## src/rtl/auxmem_pkg.sv

```systemverilog
package auxmem_pkg;
  localparam int NFLAG     = 7;
  localparam int MEM_GROUP = 3;  // write-only switch pairs
  localparam int VID_GROUP = 4;  // any-access switch pairs

  // Flag positions; the decoder maps switch pair k onto flag k
  localparam int FLG_STORE = 0;
  localparam int FLG_RDAUX = 1;
  localparam int FLG_WRAUX = 2;
  localparam int FLG_TEXT  = 3;
  localparam int FLG_MIXED = 4;
  localparam int FLG_PAGE  = 5;
  localparam int FLG_HIRES = 6;

  typedef enum logic [1:0] {
    RGN_GENERAL = 2'd0,
    RGN_TEXT    = 2'd1,
    RGN_HIRES   = 2'd2,
    RGN_IO      = 2'd3
  } region_e;
endpackage

```

## src/rtl/auxmem_rst_sync.sv

```systemverilog
module auxmem_rst_sync #(
  parameter int STAGES = 2
) (
  input  logic clk,
  input  logic rst_n,
  output logic rst_sync_n
);
  logic [STAGES-1:0] sync_q;
  logic [STAGES-1:0] sync_d;

  always_comb begin
    sync_d = {sync_q[STAGES-2:0], 1'b1};
  end

  always_ff @(posedge clk or negedge rst_n) begin
    if (!rst_n) sync_q <= '0;
    else        sync_q <= sync_d;
  end

  assign rst_sync_n = sync_q[STAGES-1];
endmodule

```

## src/rtl/auxmem_switch_decode.sv

```systemverilog
module auxmem_switch_decode
  import auxmem_pkg::*;
#(
  parameter int          ADDR_W     = 16,
  parameter int unsigned IO_BASE    = 'hC000,
  parameter int unsigned MEM_SW_OFS = 'h00,
  parameter int unsigned VID_SW_OFS = 'h50
) (
  input  logic              clk,
  input  logic              rst_n,
  input  logic              cpu_valid,
  input  logic              cpu_write,
  input  logic [ADDR_W-1:0] cpu_addr,
  output logic [NFLAG-1:0]  set_stb,
  output logic [NFLAG-1:0]  clr_stb
);
  // Write-only switch pairs: even address clears, odd address sets
  for (genvar g = 0; g < MEM_GROUP; g++) begin : g_mem
    localparam logic [ADDR_W-1:0] CLR_A = ADDR_W'(IO_BASE + MEM_SW_OFS + 2*g);
    localparam logic [ADDR_W-1:0] SET_A = ADDR_W'(IO_BASE + MEM_SW_OFS + 2*g + 1);
    assign clr_stb[g] = cpu_valid && cpu_write && (cpu_addr == CLR_A);
    assign set_stb[g] = cpu_valid && cpu_write && (cpu_addr == SET_A);
  end

  // Any-access switch pairs
  for (genvar v = 0; v < VID_GROUP; v++) begin : g_vid
    localparam logic [ADDR_W-1:0] CLR_A = ADDR_W'(IO_BASE + VID_SW_OFS + 2*v);
    localparam logic [ADDR_W-1:0] SET_A = ADDR_W'(IO_BASE + VID_SW_OFS + 2*v + 1);
    assign clr_stb[MEM_GROUP+v] = cpu_valid && (cpu_addr == CLR_A);
    assign set_stb[MEM_GROUP+v] = cpu_valid && (cpu_addr == SET_A);
  end


  stb_excl_chk: assert property (@(posedge clk) disable iff (!rst_n)
    $onehot0({set_stb, clr_stb}));


  rd_no_mem_stb_chk: assert property (@(posedge clk) disable iff (!rst_n)
    !cpu_write |-> (set_stb[MEM_GROUP-1:0] == '0) && (clr_stb[MEM_GROUP-1:0] == '0));
endmodule

```

## src/rtl/auxmem_flag_regs.sv

```systemverilog
module auxmem_flag_regs
  import auxmem_pkg::*;
(
  input  logic             clk,
  input  logic             rst_n,
  input  logic             cpu_valid,
  input  logic [NFLAG-1:0] set_stb,
  input  logic [NFLAG-1:0] clr_stb,
  output logic [NFLAG-1:0] flags_q
);
  logic [NFLAG-1:0] flags_d;
  logic             flags_en;

  always_comb begin
    flags_en = cpu_valid;
    flags_d  = (flags_q & ~clr_stb) | set_stb;
  end

  always_ff @(posedge clk or negedge rst_n) begin
    if (!rst_n)        flags_q <= '0;
    else if (flags_en) flags_q <= flags_d;
  end

  for (genvar i = 0; i < NFLAG; i++) begin : g_chk

    flag_set_chk: assert property (@(posedge clk) disable iff (!rst_n)
      set_stb[i] |=> flags_q[i]);

    flag_clr_chk: assert property (@(posedge clk) disable iff (!rst_n)
      clr_stb[i] |=> !flags_q[i]);
  end


  idle_stable_chk: assert property (@(posedge clk) disable iff (!rst_n)
    !cpu_valid |=> $stable(flags_q));
endmodule

```

## src/rtl/auxmem_bank_route.sv

```systemverilog
module auxmem_bank_route
  import auxmem_pkg::*;
#(
  parameter int          ADDR_W   = 16,
  parameter int unsigned IO_BASE  = 'hC000,
  parameter int unsigned TEXT_LO  = 'h0400,
  parameter int unsigned TEXT_HI  = 'h07FF,
  parameter int unsigned HIRES_LO = 'h2000,
  parameter int unsigned HIRES_HI = 'h3FFF
) (
  input  logic              clk,
  input  logic              rst_n,
  input  logic [ADDR_W-1:0] cpu_addr,
  input  logic [NFLAG-1:0]  flags_q,
  output logic              rd_sel_aux,
  output logic              wr_sel_aux
);
  localparam logic [ADDR_W-1:0] IO_A  = ADDR_W'(IO_BASE);
  localparam logic [ADDR_W-1:0] TX_LO = ADDR_W'(TEXT_LO);
  localparam logic [ADDR_W-1:0] TX_HI = ADDR_W'(TEXT_HI);
  localparam logic [ADDR_W-1:0] HG_LO = ADDR_W'(HIRES_LO);
  localparam logic [ADDR_W-1:0] HG_HI = ADDR_W'(HIRES_HI);

  region_e region;
  logic    store_txt;
  logic    store_hgr;

  always_comb begin
    if (cpu_addr >= IO_A)                            region = RGN_IO;
    else if (cpu_addr >= TX_LO && cpu_addr <= TX_HI) region = RGN_TEXT;
    else if (cpu_addr >= HG_LO && cpu_addr <= HG_HI) region = RGN_HIRES;
    else                                             region = RGN_GENERAL;
  end

  always_comb begin
    store_txt = flags_q[FLG_STORE];
    store_hgr = flags_q[FLG_STORE] && flags_q[FLG_HIRES];
    unique case (region)
      RGN_IO: begin
        rd_sel_aux = 1'b0;
        wr_sel_aux = 1'b0;
      end
      RGN_TEXT: begin
        rd_sel_aux = store_txt ? flags_q[FLG_PAGE] : flags_q[FLG_RDAUX];
        wr_sel_aux = store_txt ? flags_q[FLG_PAGE] : flags_q[FLG_WRAUX];
      end
      RGN_HIRES: begin
        rd_sel_aux = store_hgr ? flags_q[FLG_PAGE] : flags_q[FLG_RDAUX];
        wr_sel_aux = store_hgr ? flags_q[FLG_PAGE] : flags_q[FLG_WRAUX];
      end
      default: begin
        rd_sel_aux = flags_q[FLG_RDAUX];
        wr_sel_aux = flags_q[FLG_WRAUX];
      end
    endcase
  end


  io_main_chk: assert property (@(posedge clk) disable iff (!rst_n)
    (cpu_addr >= IO_A) |-> (!rd_sel_aux && !wr_sel_aux));


  text_store_chk: assert property (@(posedge clk) disable iff (!rst_n)
    (flags_q[FLG_STORE] && cpu_addr >= TX_LO && cpu_addr <= TX_HI)
      |-> (rd_sel_aux == flags_q[FLG_PAGE]) && (wr_sel_aux == flags_q[FLG_PAGE]));
endmodule

```

## src/rtl/auxmem_switch_ctrl.sv

```systemverilog
module auxmem_switch_ctrl
  import auxmem_pkg::*;
#(
  parameter int          ADDR_W     = 16,
  parameter int          SYNC_STG   = 2,
  parameter int unsigned IO_BASE    = 'hC000,
  parameter int unsigned MEM_SW_OFS = 'h00,
  parameter int unsigned VID_SW_OFS = 'h50,
  parameter int unsigned TEXT_LO    = 'h0400,
  parameter int unsigned TEXT_HI    = 'h07FF,
  parameter int unsigned HIRES_LO   = 'h2000,
  parameter int unsigned HIRES_HI   = 'h3FFF
) (
  input  logic              clk,
  input  logic              rst_n,
  input  logic              cpu_valid,
  input  logic              cpu_write,
  input  logic [ADDR_W-1:0] cpu_addr,
  output logic              rd_sel_aux,
  output logic              wr_sel_aux,
  output logic              disp_page,
  output logic [NFLAG-1:0]  flags_o
);
  localparam logic [ADDR_W-1:0] TXT_SW_LO = ADDR_W'(IO_BASE + VID_SW_OFS);
  localparam logic [ADDR_W-1:0] TXT_SW_HI = ADDR_W'(IO_BASE + VID_SW_OFS + 3);

  logic             rst_sync_n;
  logic [NFLAG-1:0] set_stb;
  logic [NFLAG-1:0] clr_stb;
  logic [NFLAG-1:0] flags_q;

  auxmem_rst_sync #(.STAGES(SYNC_STG)) u_rst (
    .clk(clk), .rst_n(rst_n), .rst_sync_n(rst_sync_n)
  );

  auxmem_switch_decode #(
    .ADDR_W(ADDR_W), .IO_BASE(IO_BASE),
    .MEM_SW_OFS(MEM_SW_OFS), .VID_SW_OFS(VID_SW_OFS)
  ) u_dec (
    .clk(clk), .rst_n(rst_sync_n), .cpu_valid(cpu_valid),
    .cpu_write(cpu_write), .cpu_addr(cpu_addr),
    .set_stb(set_stb), .clr_stb(clr_stb)
  );

  auxmem_flag_regs u_flags (
    .clk(clk), .rst_n(rst_sync_n), .cpu_valid(cpu_valid),
    .set_stb(set_stb), .clr_stb(clr_stb), .flags_q(flags_q)
  );

  auxmem_bank_route #(
    .ADDR_W(ADDR_W), .IO_BASE(IO_BASE),
    .TEXT_LO(TEXT_LO), .TEXT_HI(TEXT_HI),
    .HIRES_LO(HIRES_LO), .HIRES_HI(HIRES_HI)
  ) u_route (
    .clk(clk), .rst_n(rst_sync_n), .cpu_addr(cpu_addr), .flags_q(flags_q),
    .rd_sel_aux(rd_sel_aux), .wr_sel_aux(wr_sel_aux)
  );

  // The page switch picks the shown page only while banked-store is off
  always_comb begin
    disp_page = flags_q[FLG_PAGE] && !flags_q[FLG_STORE];
    flags_o   = flags_q;
  end


  txt_mix_page_chk: assert property (@(posedge clk) disable iff (!rst_sync_n)
    (cpu_valid && cpu_addr >= TXT_SW_LO && cpu_addr <= TXT_SW_HI) |=> $stable(disp_page));
endmodule

```

## config.mk

```make
export PLATFORM = sky130hd
export DESIGN_NAME = auxmem_switch_ctrl
export DESIGN_NICKNAME = d
export VERILOG_FILES = /design/src/rtl/auxmem_pkg.sv /design/src/rtl/auxmem_rst_sync.sv /design/src/rtl/auxmem_switch_decode.sv /design/src/rtl/auxmem_flag_regs.sv /design/src/rtl/auxmem_bank_route.sv /design/src/rtl/auxmem_switch_ctrl.sv
export SDC_FILE = /design/constraint.sdc
export NUM_CORES = 1
export LEC_CHECK = 0
export BUFFER_PORTS_ARGS = -buffer_cell sky130_fd_sc_hd__buf_2
export CORE_MARGIN = 2
export CORE_UTILIZATION = 40
export CTS_CLUSTER_DIAMETER = 200
export DETAILED_ROUTE_END_ITERATION = 10
export GPL_TIMING_DRIVEN = 0
export PLACE_DENSITY = 0.73
export RECOVER_POWER = 25
export SYNTH_ARGS = -nofsm -noshare
export SYNTH_HDL_FRONTEND = slang
export SYNTH_HIERARCHICAL = 1
export SYNTH_SLANG_ARGS = --single-unit
```

## constraint.sdc

```tcl
create_clock -name clk -period 1.3 [get_ports clk]
set_clock_uncertainty 0.1 [all_clocks]
set_input_delay 0.065 -clock clk [delete_from_list [all_inputs] [get_ports clk]]
set_output_delay 0.065 -clock clk [all_outputs]
set_load 0.01 [all_outputs]
```

### Yosys cells after proc, flatten, opt, wreduce, memory -nomap -nowiden

Cells that the tools add are included.

* flip-flop bits (word level): 9
* logic and storage cells: 56
* bits of input ports: 20
* output and inout port bits: 10

* equality and inequality tests: 17
* $lt $le $gt $ge: 5
* bitwise gates (word level): 3
* reductions and logical operators: 20
* multiplexer cells: 9

Operators by type and width (count)
* 16-bit equality test (second input constant): 14
* 1-bit logical AND: 19
* 16-bit by 11-bit greater-or-equal comparator with 1-bit output (second input constant): 1
* 16-bit by 14-bit greater-or-equal comparator with 1-bit output (second input constant): 1
* 16-bit greater-or-equal comparator (second input constant): 1
* 16-bit by 11-bit less-or-equal comparator with 1-bit output (second input constant): 1
* 16-bit by 14-bit less-or-equal comparator with 1-bit output (second input constant): 1
* 7-bit bitwise AND: 1
* 7-bit inverter: 1
* 7-bit OR: 1
* 2-bit 2-to-1 mux: 3
* 1-bit one-hot mux with 3 select lines: 2
* 2-bit equality test (second input constant): 2
* 1-bit 2-to-1 mux: 4
* 2-bit by 1-bit equality test with 1-bit output (second input constant): 1
* 1-bit zero test: 1

### Logic depth before layout (Yosys ltp)

* word-level depth: 7
* gate-level depth with buffers: 6

### Hierarchy

Netlist, hierarchy kept.

Modules (own cells, without submodules)
* auxmem_flag_regs: seq. area each 175.2 um^2, cells each 22, area each 279.0 um^2, times used 1
* auxmem_switch_decode: seq. area each 0.0 um^2, cells each 33, area each 202.7 um^2, times used 1
* auxmem_bank_route: seq. area each 0.0 um^2, cells each 13, area each 91.3 um^2, times used 1
* auxmem_rst_sync: seq. area each 50.0 um^2, cells each 3, area each 53.8 um^2, times used 1
* auxmem_switch_ctrl: seq. area each 0.0 um^2, cells each 1, area each 13.8 um^2, times used 1

### Least setup slack after synthesis

No wires, ideal clock.

* path kind: register to output
* start: reg u_flags.flags_q[0]
* end: out rd_sel_aux
* arrival time: 1200 ps
* path buffers: 0
* data required time: 1135 ps
* cell stages (with the launch flop): 4
* setup slack: -65 ps
* cell sequence: dfrtp_1 or4b_1 a22oi_2 a21oi_1

* cells in the longest elaborated chain, start to end: 3
* elaborated cells between the ends (all ways): 4

RTL lines
* start: declaration: line auxmem_flag_regs.sv:9 `output logic [NFLAG-1:0] flags_q`
* start signal: assignment: line auxmem_flag_regs.sv:21 `else if (flags_en) flags_q <= flags_d;`
* 1-bit logical AND: line auxmem_bank_route.sv:37 `store_hgr = flags_q[FLG_STORE] && flags_q[FLG_HIRES];`
* 1-bit 2-to-1 mux: line auxmem_bank_route.sv:48 `rd_sel_aux = store_hgr ? flags_q[FLG_PAGE] : flags_q[FLG_RDAUX];`
* 1-bit one-hot mux with 3 select lines *: line auxmem_bank_route.sv:38 `unique case (region)`
* end: declaration: line auxmem_switch_ctrl.sv:19 `output logic rd_sel_aux,`

Mark *: on every way between the ends. The rest lies on a longest branch, timed or not.

### Worst setup path after layout

* start: reg u_flags.flags_q[5]
* end: out rd_sel_aux

* cells in the longest elaborated chain, start to end: 2
* elaborated cells between the ends (all ways): 3

RTL lines (line)
* 1-bit 2-to-1 mux, on equally long branches: auxmem_bank_route.sv:48, auxmem_bank_route.sv:44
* 1-bit one-hot mux with 3 select lines *: auxmem_bank_route.sv:38

Marks and branches as above.

==> impl_metrics.py <==
metrics = {
    "status": {
        "status": "finished with violations",
        "violations": "negative setup slack",
    },
    "floorplan": {
        "core_sq_um": 1510,
        "chipHeight_microns": 44.0,
        "num_io_pins": 30,
        "start_util": 0.425,
        "die_area_sq_um": 1940,
        "die_w_microns": 44.0,
        "fp-row-count": 14,
    },
    "worst_setup_path": {
        "cpPeakStageDelay_ns": 0.49,
        "endpoint_kind": "primary output",
        "cp_cell_sequence": "or4b_4 -> a22oi_2 -> a21oi_2 -> buf_2",
        "crit_fanout": 2,
        "crit_type": "reg2out",
        "crit_arrival_ns": 1.56,
        "start_kind": "flop",
        "cp_slowest_cell": "or4b_4",
        "worstSetupStartpoint": "u_flags/flags_q[5]$_DFFE_PN0P_",
        "cp.required_ns": 1.13,
        "r2r-start": "u_flags/flags_q[5]$_DFFE_PN0P_",
    },
    "global_route": {
        "grt_overflow": 0,
        "grt_pass1_wl_microns": 2680,
        "antenna_found_initial": 0,
        "grt_pass1_vias": 618,
        "grt_max_degree": 11,
        "grt_usage": 0.187,
    },
    "placed_design": {
        "placed_area_sq_um": 815,
        "dp_hpwl_microns": 1280,
        "globalplace.congestion": 0.808,
        "numPortBuffers": 29,
    },
    "cells_and_area": {
        "fill_cells": 142,
        "nets": 129,
        "syn_to_final_growth_pct": 38.3,
        "layout-drive-gt1-share": 0.454,
        "diodes": 0,
        "design_area_sq_um": 886,
    },
    "sta": {
        "setup_viol": 2,
        "post-route-period-util": 1.33,
        "setup_tns_ns": -0.855,
        "period_needed_ns": 1.73,
        "worst_slack_ns": -0.429,
        "fmax_mhz": 578,
        "final_hold_viol_count": 0,
        "slew_viol_final": 0,
        "rsz0062_at_grt": "yes",
    },
    "run": {
        "maxCapViolCount": 0,
    },
    "clocking": {
        "clkTransAtPathRegs_ns": 0.06,
        "cts_buffers": 3,
        "cts_tree": "built",
        "clk_latency_ns": 0.26,
        "cts.sinks": 9,
        "cts_max_path_buffers": 2,
        "cts_root_buffer": "clkbuf_4",
        "htreeDepth": 1,
    },
    "drt": {
        "ant_nets": 0,
        "drtPass1Iterations": 4,
        "drt_wl_total_microns": 1690,
        "vias_per_cell": 5.34,
        "drtIter0Drc": 13,
        "via_count": 662,
        "post-route-drc-count": 0,
        "avgRoutedWirePerCell_microns": 13.6,
    },
    "pwr": {
        "leakage_nw": 0.415,
        "ir_drop_v": 0.000253,
        "power_density_nw_per_um2": 663,
    },
    "yosys": {
        "syn_area_sq_um": 641,
        "syn_inst": 72,
        "yosys_register_bits": 9,
        "synth_fp_nets": 92,
        "ys_types": 27,
        "yosysSeqAreaShare": 0.352,
        "yosys_warnings": 6,
        "synth.avg_cell_area_sq_um": 8.90,
    },
    "worst_hold_path": {
        "min_path_type": "reg2async",
    },
}
==> worst paths after layout <==
kind / to / slack, ns / cells after the start
setup / recovery: rd_sel_aux / -0.43 / 4
hold / removal: u_flags/flags_q[4]$_DFFE_PN0P_ / 0.01 / 0
setup reg to reg: u_flags/flags_q[5]$_DFFE_PN0P_ / 0.34 / 2
hold reg to reg: u_flags/flags_q[4]$_DFFE_PN0P_ / 0.01 / 0
max in group asynchronous: u_flags/flags_q[0]$_DFFE_PN0P_ / 0.85 / 0
min in group clk: u_flags/flags_q[4]$_DFFE_PN0P_ / 0.07 / 3
==> per-layer routing <==
layer / global-route usage / routed length, microns / part of all wire
met5: 0 / 0 / 0
met4: 0.0727 / 24 / 0.014
met3: 0 / 74 / 0.044
met2: 0.353 / 894 / 0.53
met1: 0.225 / 694 / 0.41
==> metrics by stage <==
step           utilization  hold WS, ns  cells  setup slack [ns]  total power [W]
2_1_floorplan            -       -0.331     72           -0.0461         0.000323
3_3_place_gp         0.541       -0.251    117            -0.250         0.000369
3_5_place_dp         0.541       -0.242    117            -0.246         0.000374
4_1_cts              0.577       0.0144    124            -0.456         0.000588
5_1_grt              0.588       0.0360    124            -0.489         0.000620
6_report             0.588      0.00967    124            -0.429         0.000587
==> worst max-delay path: cells and delay by family (launching register included) <==
family / cells / cell delay [ns]
DFF: 1 / 0.38
buffers and inverters: 1 / 0.14
AOI/OAI and AO/OA: 2 / 0.28
and+or+nand+nor: 1 / 0.49
==> timing repair <==
action	4_1_cts	5_1_grt
pin swaps	1	1
resized for setup	1	4
hold buffers	1	0
hold endpoints to repair	2	0
buffers inserted	2	0
setup endpoints to repair	2	9
==> cell usage after synthesis <==
master / instances / area (sq um)
a21oi_1: 2 / 10.0
a22o_1: 3 / 26.3
a22o_2: 4 / 40.0
a22oi_1: 1 / 7.51
a22oi_2: 1 / 12.5
and3b_1: 1 / 8.76
buf_6: 1 / 11.3
clkbuf_2: 1 / 5.00
conb_1: 1 / 3.75
dfrtp_1: 9 / 225
inv_1: 2 / 7.51
nand2_1: 9 / 33.8
nand3_1: 3 / 15.0
nand3b_1: 2 / 15.0
nand4_1: 2 / 12.5
nand4_2: 1 / 12.5
nand4b_2: 1 / 15.0
nor2_1: 15 / 56.3
nor2b_1: 2 / 12.5
nor2b_4: 1 / 13.8
nor3_1: 2 / 10.0
nor3b_1: 2 / 15.0
nor4b_1: 1 / 8.76
nor4b_4: 1 / 23.8
nor4bb_1: 1 / 10.0
o221ai_1: 1 / 8.76
or4b_1: 2 / 20.0
==> cells by family after synthesis <==
| kind of cell | synth area share |
|---|---|
| buf+inv | 0.0371 |
| other cells | 0.00585 |
| flops | 0.352 |
| compound gates | 0.164 |
| simple gates | 0.441 |
==> cells in the final DEF (no fill, tap or decap), types with 2 or more instances in the layout <==
| master | synthesis | routed |
|---|---|---|
| clkbuf_4 | 0 | 3 |
| nor3_1 | 2 | 2 |
| nand4_1 | 2 | 2 |
| a22o_2 | 4 | 4 |
| dfrtp_1 | 9 | 8 |
| nor2_1 | 15 | 15 |
| inv_1 | 2 | 2 |
| buf_4 | 0 | 3 |
| nor3b_1 | 2 | 2 |
| buf_2 | 0 | 28 |
| nor2b_1 | 2 | 2 |
| a21oi_2 | 0 | 2 |
| a22o_1 | 3 | 3 |
| clkbuf_1 | 0 | 2 |
| nand2_1 | 9 | 9 |
| nand3_1 | 3 | 3 |
| nand3b_1 | 2 | 2 |
==> registers in the layout, summed over array words and instances (netlist names) <==
name and count:
u_rst/sync_q 2, u_flags/flags_q 7
==> power by group <==
part	internal (W)	switching (W)
combinational	0.0000426	0.0000470
clock	0.000118	0.0000916
sequential	0.000283	0.00000456
==> final cells by class <==
cell class	instances	area (sq um)	share of cell area
Buffer	2	18.8	0.0212
Clock buffer	4	26.3	0.0297
Inverter	2	7.51	0.00847
Multi-Input combinational cell	59	418	0.472
Sequential cell	9	226	0.256
Tap cell	16	20.0	0.0226
Timing Repair Buffer	32	169	0.191
Note: power is estimated with default switching activity, not from simulation.
